**src/rtl/rtc_serial_master.sv**
```systemverilog
module rtc_serial_master #(
  parameter int HALF_CYC    = 2,
  parameter int POLL_LIMIT  = 8,
  parameter int SETTLE_CYC  = 4,
  parameter int WAIT_TRIES  = 2,
  parameter int INIT_TRIES  = 2,
  parameter int RESET_TRIES = 2,
  parameter int ADDR_W      = 3,
  parameter int DATA_W      = 32
) (
  input  logic              clk,
  input  logic              rst_n,
  input  logic              req_valid,
  input  logic              req_write,
  input  logic [ADDR_W-1:0] req_addr,
  input  logic [DATA_W-1:0] req_wdata,
  output logic              busy,
  output logic              rsp_done,
  output logic              rsp_error,
  output logic [DATA_W-1:0] rsp_rdata,
  output logic              ser_en,
  output logic              ser_clk,
  output logic              ser_din,
  input  logic              ser_dout,
  input  logic              ser_ready,
  output logic              dom_reset
);

  localparam int FW   = ADDR_W + DATA_W;
  localparam int NW   = $clog2(FW + 1);
  localparam int T1   = (HALF_CYC > POLL_LIMIT) ? HALF_CYC : POLL_LIMIT;
  localparam int TMAX = (T1 > SETTLE_CYC) ? T1 : SETTLE_CYC;
  localparam int TW   = $clog2(TMAX + 1);
  localparam int CW   = $clog2(WAIT_TRIES + INIT_TRIES + RESET_TRIES + 1) + 1;

  localparam logic [TW-1:0] HALF_END   = TW'(HALF_CYC - 1);
  localparam logic [TW-1:0] POLL_END   = TW'(POLL_LIMIT - 1);
  localparam logic [TW-1:0] SETTLE_END = TW'(SETTLE_CYC - 1);
  localparam logic [CW-1:0] WAIT_LAST  = CW'(WAIT_TRIES - 1);
  localparam logic [CW-1:0] INIT_LAST  = CW'(INIT_TRIES - 1);
  localparam logic [CW-1:0] RST_MAX    = CW'(RESET_TRIES);

  typedef enum logic [2:0] {
    ST_IDLE, ST_POLL, ST_SETTLE, ST_DRST, ST_SHIFT, ST_MODE_EN, ST_MODE, ST_RECV
  } st_t;

  st_t               st;
  logic [TW-1:0]     tmr;
  logic              ph;
  logic              wr;
  logic [FW-1:0]     sh;
  logic [NW-1:0]     nb;
  logic [DATA_W-1:0] rx;
  logic [CW-1:0]     att, fails, resets;

  wire pulsing   = (st == ST_SHIFT) || (st == ST_MODE) || (st == ST_RECV);
  wire pulse_end = pulsing && ph && (tmr == HALF_END);
  wire last_bit  = (nb == NW'(1));

  assign busy = (st != ST_IDLE);

  always_ff @(posedge clk or negedge rst_n) begin
    if (!rst_n) begin
      st        <= ST_IDLE;
      tmr       <= '0;
      ph        <= 1'b0;
      wr        <= 1'b0;
      sh        <= '0;
      nb        <= '0;
      rx        <= '0;
      att       <= '0;
      fails     <= '0;
      resets    <= '0;
      rsp_done  <= 1'b0;
      rsp_error <= 1'b0;
      rsp_rdata <= '0;
      ser_en    <= 1'b0;
      ser_clk   <= 1'b0;
      ser_din   <= 1'b0;
      dom_reset <= 1'b0;
    end else begin
      rsp_done  <= 1'b0;
      rsp_error <= 1'b0;
      dom_reset <= 1'b0;

      if (pulsing) begin
        if (tmr == HALF_END) begin
          tmr     <= '0;
          ph      <= ~ph;
          ser_clk <= ~ph;
        end else begin
          tmr <= tmr + 1'b1;
        end
      end

      case (st)
        ST_IDLE: if (req_valid) begin
          wr      <= req_write;
          sh      <= req_write ? {req_wdata, req_addr} : {req_addr, {DATA_W{1'b0}}};
          nb      <= req_write ? NW'(FW) : NW'(ADDR_W);
          ser_en  <= 1'b0;
          ser_clk <= 1'b0;
          ser_din <= 1'b0;
          tmr     <= '0;
          ph      <= 1'b0;
          att     <= '0;
          fails   <= '0;
          resets  <= '0;
          st      <= ST_POLL;
        end

        ST_POLL: begin
          if (ser_ready) begin
            ser_en  <= 1'b1;
            ser_din <= sh[FW-1];
            tmr     <= '0;
            ph      <= 1'b0;
            st      <= ST_SHIFT;
          end else if (tmr == POLL_END) begin
            tmr <= '0;
            if (att != WAIT_LAST) begin
              att <= att + 1'b1;
              st  <= ST_SETTLE;
            end else begin
              att <= '0;
              if (fails != INIT_LAST) begin
                fails <= fails + 1'b1;
                st    <= ST_SETTLE;
              end else begin
                fails <= '0;
                if (resets != RST_MAX) begin
                  resets    <= resets + 1'b1;
                  dom_reset <= 1'b1;
                  st        <= ST_DRST;
                end else begin
                  rsp_done  <= 1'b1;
                  rsp_error <= 1'b1;
                  st        <= ST_IDLE;
                end
              end
            end
          end else begin
            tmr <= tmr + 1'b1;
          end
        end

        ST_DRST: st <= ST_SETTLE;

        ST_SETTLE: begin
          if (tmr == SETTLE_END) begin
            tmr <= '0;
            st  <= ST_POLL;
          end else begin
            tmr <= tmr + 1'b1;
          end
        end

        ST_SHIFT: if (pulse_end) begin
          if (last_bit) begin
            ser_en  <= 1'b0;
            ser_din <= 1'b0;
            st      <= ST_MODE_EN;
          end else begin
            sh      <= sh << 1;
            ser_din <= sh[FW-2];
            nb      <= nb - 1'b1;
          end
        end

        ST_MODE_EN: begin
          ser_din <= wr;
          tmr     <= '0;
          ph      <= 1'b0;
          st      <= ST_MODE;
        end

        ST_MODE: if (pulse_end) begin
          ser_din <= 1'b0;
          if (wr) begin
            rsp_done <= 1'b1;
            st       <= ST_IDLE;
          end else begin
            nb <= NW'(DATA_W);
            st <= ST_RECV;
          end
        end

        ST_RECV: if (pulse_end) begin
          rx <= {rx[DATA_W-2:0], ser_dout};
          nb <= nb - 1'b1;
          if (last_bit) begin
            rsp_rdata <= {rx[DATA_W-2:0], ser_dout};
            rsp_done  <= 1'b1;
            st        <= ST_IDLE;
          end
        end

        default: st <= ST_IDLE;
      endcase
    end
  end

endmodule

```
**config.mk**
```make
export PLATFORM = sky130hd
export DESIGN_NAME = rtc_serial_master
export DESIGN_NICKNAME = d
export VERILOG_FILES = /design/src/rtl/rtc_serial_master.sv
export SDC_FILE = /design/constraint.sdc
export NUM_CORES = 1
export LEC_CHECK = 0
export CORE_MARGIN = 3
export CORE_UTILIZATION = 60
export CTS_BUF_LIST = sky130_fd_sc_hd__clkbuf_4 sky130_fd_sc_hd__clkbuf_8
export DETAILED_ROUTE_END_ITERATION = 8
export PLACE_DENSITY = 0.95
export SLEW_MARGIN = 15
export SYNTH_ARGS = -nofsm -noshare
export SYNTH_HDL_FRONTEND = slang
export SYNTH_SLANG_ARGS = --single-unit
```
**constraint.sdc**
```tcl
create_clock -name clk -period 3.6 [get_ports clk]
set_input_delay 0.54 -clock clk [delete_from_list [all_inputs] [get_ports clk]]
set_output_delay 0.54 -clock clk [all_outputs]
set_load 0.05 [all_outputs]
```
==> flow_summary.toml <==
[outcome]
status = "completed"

[clock_network]
post_cts_resized = 0
cts_buffers = 17
clk_latency_ns = 0.44
cts_htree_levels = 4
cts_setup_buffers = 0
clock-root-buffer = "clkbuf_8"
cts.path.max_buffers = 2
cts.sinks = 131
ctsHoldBuffers = 0
cts_tree = "done"
clk_pin_slew_ns = 0.09

[timing]
setup_viol = 0
fin_crit_sh_pct = 81.1
slew_headroom_pct = 33.4
whs_ns = 0.185
setup-tns-final_ns = 0
skew_ns = 0.0101
hold_viol = 0
fmax_mhz = 343
finalCriticalPeriod_ns = 2.92
slew_violations = 0
max_slew.worst_pin.slew_ns = 0.997
rsz0062_at_grt = "no"

[routing]
drt_iter0_markers = 292
drc = 0
drt-vias-per-instance = 6.29
routedWlPerCell_um = 18.3
dr.pass1.iters = 6
route.vias.total = 4443
drtAntennaViolNets = 0
wirelength_mm = 12.9

[finish]
syn2layout_area_growth_pct = 20.8
n_fill_cell = 618
final_util_pct = 76.4
drive_gt1_share_pct = 19.9
antennaDiodeCount = 0
final_common_cell = "dfrtp_1"
final_cell_mix = "dfrtp_1, clkdlybuf4s50_1, mux2_2"
nets = 615

[yosys]
ys_warn_count = 0
yosys.area.top_type = "dfrtp_1"
synth-edff-count = 0
ys_ff_latch = 131
synth.distinct_cells = 55
synth_top_area_share_pct = 54.6
synth_nets = 543
avgSynthCellArea_sq_um = 12.2
syn_inst = 492
ys.flop_type = "dfrtp_1"
synth-seq-area-share_pct = 54.6
synthArstFlopShare_pct = 100
synth_area_sq_um = 6010
synth.area.top_cells = "dfrtp_1, mux2_2, a221o_1"

[critical_path]
ff2ff_setup_slack_ns = 0.97
criticalPathCategory = "flop to primary output"
crit_fanout = 27
cp-end-kind = "primary output"
crit_path_start_kind = "flop"
worstPathArrival_ns = 2.38
required_ns = 3.06

[global_routing]
antenna_found_initial = 0
grt_pass1_vias = 4280
grt_pass1_wl_mm = 21.3
grt_max_degree = 64
overflow = 0
grt_usage_pct = 23.7

[die]
start_util_pct = 63.2
die_area_sq_um = 11200
die_w_um = 106
io-pin-count = 80
fp.coreArea_sq_um = 9500
num_rows = 35
die_h_um = 106

[pwr]
ir_drop_uv = 383
p_leak_nw = 3.39
p_per_area_nw_per_um2 = 646
power.total_mw = 4.69

[placed_design]
hpwl_mm = 8.55
portBuffers = 79
gp_congestion = 0.839

[run]
drv_cap = 0

[worst_hold_path]
hold_path_class = "primary input to async pin"
[routing by layer]
layer,track usage (%),part of all wire (%)
met3,5.16,4.9
met1,32.1,43
met4,7.22,1.5
met2,38.7,50
met5,0,0
[final timing paths]
kind	cells after the start	start	end
max	2	st[2]$_DFFE_PN0P_	busy
min	1	rst_n	rsp_rdata[2]$_DFFE_PN0P_
max reg2reg	6	tmr[1]$_DFF_PN0_	sh[5]$_DFFE_PN0P_
min reg2reg	1	rsp_rdata[4]$_DFFE_PN0P_	rsp_rdata[4]$_DFFE_PN0P_
max in group asynchronous	2	rst_n	rsp_rdata[27]$_DFFE_PN0P_
min in group clk	1	rsp_rdata[4]$_DFFE_PN0P_	rsp_rdata[4]$_DFFE_PN0P_
[kinds of logic after synthesis]
group | share of synthesized area [%]
adders and majority gates | 2.08
muxes | 12.8
xor gates and xnor gates | 0.146
and+or+nand+nor | 13.2
buffers and inverters | 3.33
AOI/OAI and AO/OA | 13.9
DFF | 54.6
[synthesized netlist by cell type, types with 5 or more instances]
library cell  instances
nor2b_1               6
nor2_1               18
a22o_1                5
nor3_1                5
nand2b_1              7
nand2_1              16
nand3_1              10
mux2_2               62
a221o_1              36
o21ai_0              18
ha_1                 10
buf_2                 7
o2111ai_1             5
o31ai_1               8
nor3b_1              10
dfrtp_1             131
inv_1                 9
and3_1               32
or4_1                 7
clkbuf_1             22
a21oi_1               9
mux2i_1               5
[critical path, cell delays in order, from the launching register on]
cell	delay, ns
dfrtp_1	0.86
or3_1	0.24
clkdlybuf4s50_1	0.84
[flip-flops by register name, indices dropped and copies added, names as in the netlist]
register   count
nb             6
tmr            4
ser_clk        1
dom_reset      1
fails          4
att            4
wr             1
rsp_error      1
rx            31
ser_en         1
ph             1
rsp_done       1
rsp_rdata     32
st             3
ser_din        1
sh            35
resets         4
[where the power goes]
group	internal (mW)	leakage, nW	switching, mW
Sequential	1.78	1.77	0.332
Combinational	0.601	1.43	0.780
Clock	0.523	0.194	0.673
[metrics by stage]
step           area [sq um]  instances  setup slack [ns]
2_1_floorplan          6010        492              1.27
3_3_place_gp           6870        674             0.876
3_5_place_dp           6870        674             0.723
4_1_cts                7260        706             0.692
5_1_grt                7260        706             0.552
6_report               7260        706             0.681
[area by class of cell]
class | instances | area [sq um] | share of cell area (%)
clock buffer | 17 | 234 | 3.22
clock inverter | 15 | 154 | 2.12
sequential | 131 | 3280 | 45.2
tap | 129 | 161 | 2.22
inverter | 9 | 33.8 | 0.466
multi-input combinational | 318 | 2550 | 35.1
timing repair buffer | 87 | 848 | 11.7
Power figures use the tool's default switching activity.
